[src/rtl/ppw_pkg.sv]
package ppw_pkg;

    localparam int PPW_THREADS = 2;

    typedef enum logic [2:0] {
        ST_IDLE_A,
        ST_IDLE_B,
        ST_ARM,
        ST_LEAD,
        ST_BURST,
        ST_CHK
    } ppw_state_e;

endpackage

[src/rtl/ppw_sampler.sv]
module ppw_sampler
    import ppw_pkg::*;
#(
    parameter int DATA_W = 32
) (
    input  logic                   clk,
    input  logic                   rst,
    input  logic [DATA_W-1:0]      din,
    input  logic [PPW_THREADS-1:0] wm_in,
    output logic [DATA_W-1:0]      data_q,
    output logic [PPW_THREADS-1:0] wm_q
);

    // Bus word and watermark flags are held one cycle before use.
    always_ff @(posedge clk) begin
        if (rst) begin
            data_q <= '0;
            wm_q   <= '0;
        end else begin
            data_q <= din;
            wm_q   <= wm_in;
        end
    end

endmodule

[src/rtl/ppw_seq.sv]
module ppw_seq
    import ppw_pkg::*;
(
    input  logic                   clk,
    input  logic                   rst,
    input  logic                   cmd,
    input  logic [PPW_THREADS-1:0] wm_q,
    input  logic [PPW_THREADS-1:0] full,
    output logic                   wr_en,
    output logic                   tgt,
    output logic                   cur
);

    ppw_state_e state_q;
    ppw_state_e state_d;
    logic       cur_q;
    logic       cur_d;
    logic       wr_q;
    logic       tgt_c;

    // State register
    always_ff @(posedge clk) begin
        if (rst) begin
            state_q <= ST_IDLE_A;
            cur_q   <= 1'b0;
            wr_q    <= 1'b0;
        end else begin
            state_q <= state_d;
            cur_q   <= cur_d;
            wr_q    <= (state_q == ST_BURST);
        end
    end

    // Thread for the write in this cycle: switch only when the previous
    // cycle wrote and that thread reported its watermark.
    always_comb begin
        tgt_c = cur_q;
        if (wr_q && wm_q[cur_q]) begin
            tgt_c = ~cur_q;
        end
    end

    // Next-state logic
    always_comb begin
        state_d = state_q;
        cur_d   = cur_q;
        unique case (state_q)
            ST_IDLE_A: begin
                cur_d = 1'b0;
                if (cmd) state_d = ST_ARM;
            end
            ST_IDLE_B: begin
                cur_d = 1'b1;
                if (cmd) state_d = ST_ARM;
            end
            ST_ARM: begin
                if (!cmd) state_d = ST_LEAD;
            end
            ST_LEAD: begin
                if (cmd) begin
                    state_d = cur_q ? ST_IDLE_B : ST_IDLE_A;
                end else begin
                    state_d = ST_BURST;
                end
            end
            ST_BURST: begin
                cur_d   = tgt_c;
                state_d = cmd ? ST_BURST : ST_CHK;
            end
            ST_CHK: begin
                cur_d   = full[cur_q] ? ~cur_q : cur_q;
                state_d = (full[cur_q] ? ~cur_q : cur_q) ? ST_IDLE_B : ST_IDLE_A;
            end
            default: begin
                state_d = ST_IDLE_A;
                cur_d   = 1'b0;
            end
        endcase
    end

    // Outputs
    always_comb begin
        wr_en = (state_q == ST_BURST);
        tgt   = tgt_c;
        cur   = cur_q;
    end

endmodule

[src/rtl/ppw_lane.sv]
module ppw_lane #(
    parameter int DATA_W = 32,
    parameter int IDX    = 0
) (
    input  logic              wr_en,
    input  logic              tgt,
    input  logic [DATA_W-1:0] data_q,
    output logic              wr,
    output logic [DATA_W-1:0] data
);

    localparam logic SEL = (IDX != 0);

    always_comb begin
        wr   = wr_en && (tgt == SEL);
        data = wr ? data_q : '0;
    end

endmodule

[src/rtl/pingpong_wr_ctl.sv]
module pingpong_wr_ctl
    import ppw_pkg::*;
#(
    parameter int DATA_W = 32
) (
    input  logic                   clk,
    input  logic                   rst,
    input  logic                   cmd_pin,
    input  logic [DATA_W-1:0]      din,
    input  logic [PPW_THREADS-1:0] buf_wm,
    input  logic [PPW_THREADS-1:0] buf_full,
    output logic                   wr_a,
    output logic [DATA_W-1:0]      wdata_a,
    output logic                   wr_b,
    output logic [DATA_W-1:0]      wdata_b,
    output logic                   cur_thr
);

    logic [DATA_W-1:0]      data_q;
    logic [PPW_THREADS-1:0] wm_q;
    logic                   wr_en;
    logic                   tgt;
    logic [PPW_THREADS-1:0] lane_wr;
    logic [DATA_W-1:0]      lane_data [PPW_THREADS];

    ppw_sampler #(.DATA_W(DATA_W)) u_sampler (
        .clk    (clk),
        .rst    (rst),
        .din    (din),
        .wm_in  (buf_wm),
        .data_q (data_q),
        .wm_q   (wm_q)
    );

    ppw_seq u_seq (
        .clk   (clk),
        .rst   (rst),
        .cmd   (cmd_pin),
        .wm_q  (wm_q),
        .full  (buf_full),
        .wr_en (wr_en),
        .tgt   (tgt),
        .cur   (cur_thr)
    );

    for (genvar g = 0; g < PPW_THREADS; g++) begin : g_lane
        ppw_lane #(.DATA_W(DATA_W), .IDX(g)) u_lane (
            .wr_en  (wr_en),
            .tgt    (tgt),
            .data_q (data_q),
            .wr     (lane_wr[g]),
            .data   (lane_data[g])
        );
    end

    assign wr_a    = lane_wr[0];
    assign wdata_a = lane_data[0];
    assign wr_b    = lane_wr[1];
    assign wdata_b = lane_data[1];

endmodule

[config.mk]
export PLATFORM = sky130hd
export DESIGN_NAME = pingpong_wr_ctl
export DESIGN_NICKNAME = d
export VERILOG_FILES = /design/src/rtl/ppw_pkg.sv /design/src/rtl/ppw_sampler.sv /design/src/rtl/ppw_seq.sv /design/src/rtl/ppw_lane.sv /design/src/rtl/pingpong_wr_ctl.sv
export SDC_FILE = /design/constraint.sdc
export NUM_CORES = 1
export LEC_CHECK = 0
export ABC_AREA = 1
export BUFFER_PORTS_ARGS = -buffer_cell sky130_fd_sc_hd__buf_4
export CAP_MARGIN = 40
export CORE_MARGIN = 2
export CORE_UTILIZATION = 38
export CTS_BUF_LIST = sky130_fd_sc_hd__clkbuf_16
export CTS_CLUSTER_DIAMETER = 150
export CTS_CLUSTER_SIZE = 28
export DETAILED_ROUTE_END_ITERATION = 6
export PLACE_DENSITY = 0.84
export SLEW_MARGIN = 15
export SYNTH_ARGS = -nofsm -noshare
export SYNTH_HDL_FRONTEND = slang
export SYNTH_SLANG_ARGS = --single-unit
[constraint.sdc]
create_clock -name clk -period 1.14 [get_ports clk]
set_input_delay 0.114 -clock clk [delete_from_list [all_inputs] [get_ports clk]]
set_output_delay 0.114 -clock clk [all_outputs]
set_load 0.01 [all_outputs]
==> results.json, run 1 <==
{
  "hp-start": "din[19]",
  "crit_path_start_kind": "flop",
  "cap_violations": 0,
  "cts_made_buffers": 5,
  "reg2reg_depth": 8,
  "max_clock_freq_mhz": 634,
  "rsz0062_at_grt": "yes",
  "die_h_microns": 70.4,
  "antenna_cells": 0,
  "cp_slowest_stage_delay_ps": 340,
  "synth_warnings": 0,
  "grtUsageMet1_pct": 16.7,
  "grtUsageMet3_pct": 5.63,
  "gr-total-overflow": 0,
  "endpoint_kind": "output pin",
  "period_share_pct": 138,
  "numPortBuffers": 105,
  "final_common_cell": "buf_4",
  "reg2reg_from": "u_seq.cur$_SDFFE_PP0N_",
  "stdcell_count": 426,
  "grt_pass1_vias": 1697,
  "boundaryPins": 106,
  "drt_wl_total_microns": 4450,
  "cts_buffer_depth": 2,
  "post-route-util_pct": 67.9,
  "design.core.area_sq_um": 4290,
  "grtUsageMet2_pct": 34.6,
  "crit_required_ps": 1030,
  "syn_area_sq_um": 1670,
  "drt-vias-per-instance": 4.12,
  "pre_cts_ws_ps": -158,
  "ant_nets": 0,
  "r2r_setup_slack_ps": 70,
  "fin_skew_ps": 0.453,
  "power_w": 0.00304,
  "grt_busiest_layer": "met2",
  "syn_to_final_growth_pct": 74.3,
  "clk_latency_ps": 270,
  "die_w_microns": 70.4,
  "violations": "setup timing",
  "antenna_found_initial": 0,
  "yosys.cell_types.count": 16,
  "final-max-slew-violation-count": 0,
  "vias": 1756,
  "gp_congestion": 0.775,
  "power_density_nw_per_um2": 1040,
  "placed_area_sq_um": 2680,
  "path_max_fanout": 9,
  "path_delay_family": "buffers and inverters",
  "track_usage_pct": 17.9,
  "drive_gt1_share_pct": 46.5,
  "synth_seq_area_share_pct": 46.6,
  "drt_iter0_drc": 34,
  "worstPathArrival_ps": 1460,
  "fin_area_sq_um": 2920,
  "syn_area_per_cell_sq_um": 6.54,
  "drc_errors": 0,
  "root_buffer": "clkbuf_16",
  "run_status": "complete, but fails checks",
  "final_cell_mix": "buf_4 (109), inv_1 (74), nor2_1 (66)",
  "grt_max_degree": 28,
  "cp_slowest_cell": "dfxtp_1",
  "die-area_sq_um": 4950,
  "nNetsFinal": 412,
  "postSynthNetCount": 295,
  "holdPathStages": 3,
  "syn_inst": 256,
  "setup-violations-final": 66,
  "dp_hpwl_microns": 3300,
  "path_buf_inv": 4,
  "cts_max_level": 2,
  "start_util_pct": 39.0,
  "netlist.area_leader.share_pct": 46.6,
  "cts_tree": "built",
  "period_needed_ps": 1580,
  "crit_type": "reg -> out",
  "timing.rr.end": "u_seq.cur$_SDFFE_PP0N_",
  "crit_chain": "nor3_4 > inv_2 > nor2_4 > inv_4 > clkbuf_16 > nor2_2 > buf_4",
  "vdd_drop_max_mv": 0.699,
  "hold_viol_final": 0,
  "cts_sinks": 39,
  "synth_top_cell_by_area": "dfxtp_1",
  "synth_seq_cells": 39,
  "hold_class": "in -> reg",
  "grt_pass1_wl_microns": 6980,
  "fillers": 371,
  "worstMarginPinSlew_ps": 184,
  "wl_per_cell_microns": 10.4,
  "p_leak_nw": 1.58,
  "placedCellCount": 415,
  "path_clk_slew_ps": 50,
  "num_rows": 24,
  "worstHoldEndpoint": "u_sampler.data_q[19]$_SDFF_PP0_",
  "synthTopCellsByArea": "dfxtp_1 (47%), nor2_1 (21%), inv_1 (16%)",
  "slew_headroom_pct": 87.7,
  "fin_ws_ps": -438,
  "dr.pass1.iters": 4
}
[kinds of logic after synthesis]
| logic type | Yosys count | synth area share [%] |
|---|---|---|
| flops | 39 | 46.6 |
| buf+inv | 86 | 20.9 |
| compound gates | 4 | 1.27 |
| simple gates | 127 | 31.2 |
[metal layers]
metal,wire (microns),part of all wire (%)
met3,289,6.5
met2,2500,56
met5,0,0
met1,1570,35
met4,87,2.0
[worst max path at each step]
stage                                       start  cells after the start          end  slack (ps)
global placement    u_seq.state_q[0]$_SDFFE_PP0P_                      7  wdata_a[16]        -140
detailed placement  u_seq.state_q[0]$_SDFFE_PP0P_                      7   wdata_a[8]        -160
global route        u_seq.state_q[0]$_SDFFE_PP0P_                      7  wdata_a[15]        -500
floorplan           u_seq.state_q[0]$_SDFFE_PP0P_                      6  wdata_a[10]         -40
finish              u_seq.state_q[1]$_SDFFE_PP0P_                      7   wdata_a[2]        -440
CTS                 u_seq.state_q[0]$_SDFFE_PP0P_                      7   wdata_a[8]        -450
[flip-flops by register name, indices dropped and copies added (netlist names)]
| name | cells |
|---|---|
| u_sampler.wm_q | 2 |
| u_seq.wr_q | 1 |
| u_seq.state_q | 3 |
| u_sampler.data_q | 32 |
| u_seq.cur | 1 |
[metrics by stage]
step,TNS [ps],hold slack [ps]
2_1_floorplan,-2370,221
3_3_place_gp,-6340,313
3_5_place_dp,-7690,320
5_1_grt,-28930,39.5
4_1_cts,-24490,33.9
6_report,-24050,38.7
[worst reg2reg max path: stages (launching register included)]
cell	delay, ps
dfxtp_4	340
inv_1	50
nand3_1	80
nand2_2	80
nand2_2	120
buf_12	150
nand2_1	60
nand2_1	50
nand2_1	40
[where the power goes]
part           leakage, nW  switching (W)  internal (W)
Sequential           0.326      0.0000244       0.00144
Clock               0.0701       0.000478      0.000785
Combinational         1.18       0.000154      0.000158
Total                 1.58       0.000657       0.00238
[cells in the mapped netlist]
cell type,n
nand3_1,5
nor2_1,95
o21ai_0,2
a21oi_1,1
clkbuf_1,1
nor3_2,1
inv_2,3
buf_6,3
nand2_1,15
nor2_4,1
nor2_2,10
o22ai_1,1
buf_2,4
dfxtp_1,39
buf_1,2
inv_1,73
[area by class of cell]
type                    count  area [sq um]  share of cell area [%]
inverters                  76           288                    9.86
well taps                  52          65.1                    2.23
clock buffers               5           125                    4.29
repair buffers            120          1000                    34.3
flip-flops and latches     39           787                    27.0
clock inverters             3          11.3                   0.386
multi-input cells         131           642                    22.0
[what timing repair did]
action | 4_1_cts | 5_1_grt
setup buffers | 1 | 1
endpoints found under the setup margin | 67 | 67
pin swaps | 1 | 0
hold buffers | 0 | 0
endpoints found under the hold margin | 0 | 0
cloned | 0 | 1
gates resized for setup | 9 | 8
Power figures use the tool's default switching activity.
==> run 2: changes to the inputs <==
--- a/config.mk
+++ b/config.mk
@@ -8,6 +8,7 @@
 export ABC_AREA = 1
 export BUFFER_PORTS_ARGS = -buffer_cell sky130_fd_sc_hd__buf_4
 export CAP_MARGIN = 40
+export CORE_ASPECT_RATIO = 0.7
 export CORE_MARGIN = 2
 export CORE_UTILIZATION = 38
 export CTS_BUF_LIST = sky130_fd_sc_hd__clkbuf_16
@@ -15,6 +16,7 @@
 export CTS_CLUSTER_SIZE = 28
 export DETAILED_ROUTE_END_ITERATION = 6
 export PLACE_DENSITY = 0.84
+export SETUP_SLACK_MARGIN = 0.05
 export SLEW_MARGIN = 15
 export SYNTH_ARGS = -nofsm -noshare
 export SYNTH_HDL_FRONTEND = slang
==> results.json, run 2 (synthesized netlist as in run 1, its figures left out) <==
{
  "run_status": "complete, but fails checks",
  "violations": "setup timing",
  "cp_slowest_stage_delay_ps": 330,
  "syn_to_final_growth_pct": 78.0,
  "hold_ws_ps": 37.1,
  "power_density_nw_per_um2": 1020,
  "grt_max_degree": 29,
  "rsz0062_at_grt": "yes",
  "design.core.area_sq_um": 4280,
  "boundaryPins": 106,
  "p_leak_nw": 1.63,
  "drt_iter0_drc": 41,
  "period_share_pct": 138,
  "grt_pass1_wl_microns": 6930,
  "fillers": 359,
  "root_buffer": "clkbuf_16",
  "drt_wl_total_microns": 4630,
  "worstPathArrival_ps": 1460,
  "path_clk_slew_ps": 50,
  "hold_viol_final": 0,
  "setup-tns-final_ps": -25890,
  "dr.pass1.iters": 4,
  "fin_skew_ps": 2.66,
  "final-max-slew-violation-count": 0,
  "gr-total-overflow": 0,
  "crit_path_start_kind": "flop",
  "crit_chain": "nor3_4 > buf_4 > nand2_4 > buf_12 > nor2_1 > buf_4",
  "power_w": 0.00305,
  "cts_tree": "built",
  "fin_area_sq_um": 2980,
  "critPathMostFrequentCell": "buf_4",
  "cts_max_level": 2,
  "slew_headroom_pct": 80.8,
  "num_rows": 20,
  "placed_area_sq_um": 2670,
  "grt_pass1_vias": 1580,
  "post-route-util_pct": 69.6,
  "final_common_cell": "buf_4",
  "dp_hpwl_microns": 3210,
  "crit_type": "reg -> out",
  "nNetsFinal": 416,
  "drc_errors": 0,
  "die_w_microns": 83.3,
  "vias": 1800,
  "reg.largest.list": "u_sampler.data_q x32, u_seq.state_q x3, u_sampler.wm_q x2",
  "period_needed_ps": 1570,
  "wl_per_cell_microns": 10.7,
  "track_usage_pct": 17.5,
  "antenna_found_initial": 0,
  "gp_congestion": 0.779,
  "largest_reg_flops": 32,
  "worstMarginPinSlew_ps": 288,
  "start_util_pct": 39.1,
  "vdd_drop_max_mv": 0.915,
  "cp_slowest_cell": "dfxtp_2",
  "cts_buffer_depth": 2,
  "max_clock_freq_mhz": 636,
  "endpoint_kind": "output pin",
  "die-area_sq_um": 4960,
  "hold_class": "in -> reg",
  "cts_sinks": 39,
  "clk_latency_ps": 270,
  "holdBufCountCts": 0,
  "antenna_cells": 0,
  "numPortBuffers": 105,
  "path_max_fanout": 14,
  "drive_gt1_share_pct": 50.5,
  "ant_nets": 0,
  "cts_made_buffers": 5,
  "final_cell_mix": "buf_4 (115), inv_1 (74), nor2_1 (61)",
  "setup-violations-final": 67,
  "registers.top_by_ff_count": "u_sampler.data_q",
  "fin_ws_ps": -433,
  "crit_required_ps": 1030,
  "drt-vias-per-instance": 4.16,
  "cap_violations": 0,
  "die_h_microns": 59.5
}
==> run 2: through the flow <==
stage / setup slack (ps) / cells
2_1_floorplan: -44.8 / 256
3_3_place_gp: -98.8 / 418
3_5_place_dp: -158 / 418
4_1_cts: -408 / 430
5_1_grt: -504 / 433
6_report: -433 / 433
==> run 2: layout make-up <==
type / count / area [sq um] / share of cell area (%)
repair buffers: 124 / 1020 / 34.3
flip-flops and latches: 39 / 790 / 26.5
multi-input cells: 131 / 676 / 22.7
inverters: 76 / 288 / 9.66
clock buffers: 5 / 125 / 4.20
well taps: 55 / 68.8 / 2.31
clock inverters: 3 / 12.5 / 0.420
==> run 2: timing repair <==
action / 4_1_cts / 5_1_grt
pin swaps: 1 / 2
setup buffers: 3 / 1
gates resized for setup: 15 / 12
setup endpoints to repair: 67 / 70
gates cloned: 1 / 2
==> run 2: final timing paths <==
path	slack, ps	depth (start not counted)	startpoint	endpoint
worst max-delay path	-430	6	u_seq.state_q[0]$_SDFFE_PP0P_	wdata_b[9]
worst max register to register	0	7	u_seq.state_q[0]$_SDFFE_PP0P_	u_seq.cur$_SDFFE_PP0N_
worst min-delay path	40	3	din[25]	u_sampler.data_q[25]$_SDFF_PP0_
worst min register to register	640	3	u_seq.cur$_SDFFE_PP0N_	u_seq.cur$_SDFFE_PP0N_
==> run 2: power by group <==
part           total (W)  switching [W]  internal, W  leakage, nW
clock network    0.00127       0.000477     0.000788       0.0762
registers        0.00146      0.0000250      0.00144        0.327
logic           0.000321       0.000163     0.000159         1.22
total            0.00305       0.000664      0.00238         1.63
==> run 2: routing by layer <==
metal | vias to the layer above | wire [microns] | global-route usage [%]
met4 | 0 | 16 | 3.98
li1 | 937 | - | -
met1 | 799 | 1900 | 20.2
met2 | 61 | 2370 | 31.9
met3 | 3 | 339 | 6.13
met5 | - | 0 | 0
==> run 2: worst max-delay path, delay by kind of cell, from the launching register on <==
| kind | cells | cell delay [ps] |
|---|---|---|
| flops | 1 | 330 |
| simple gates | 3 | 410 |
| buf+inv | 3 | 450 |
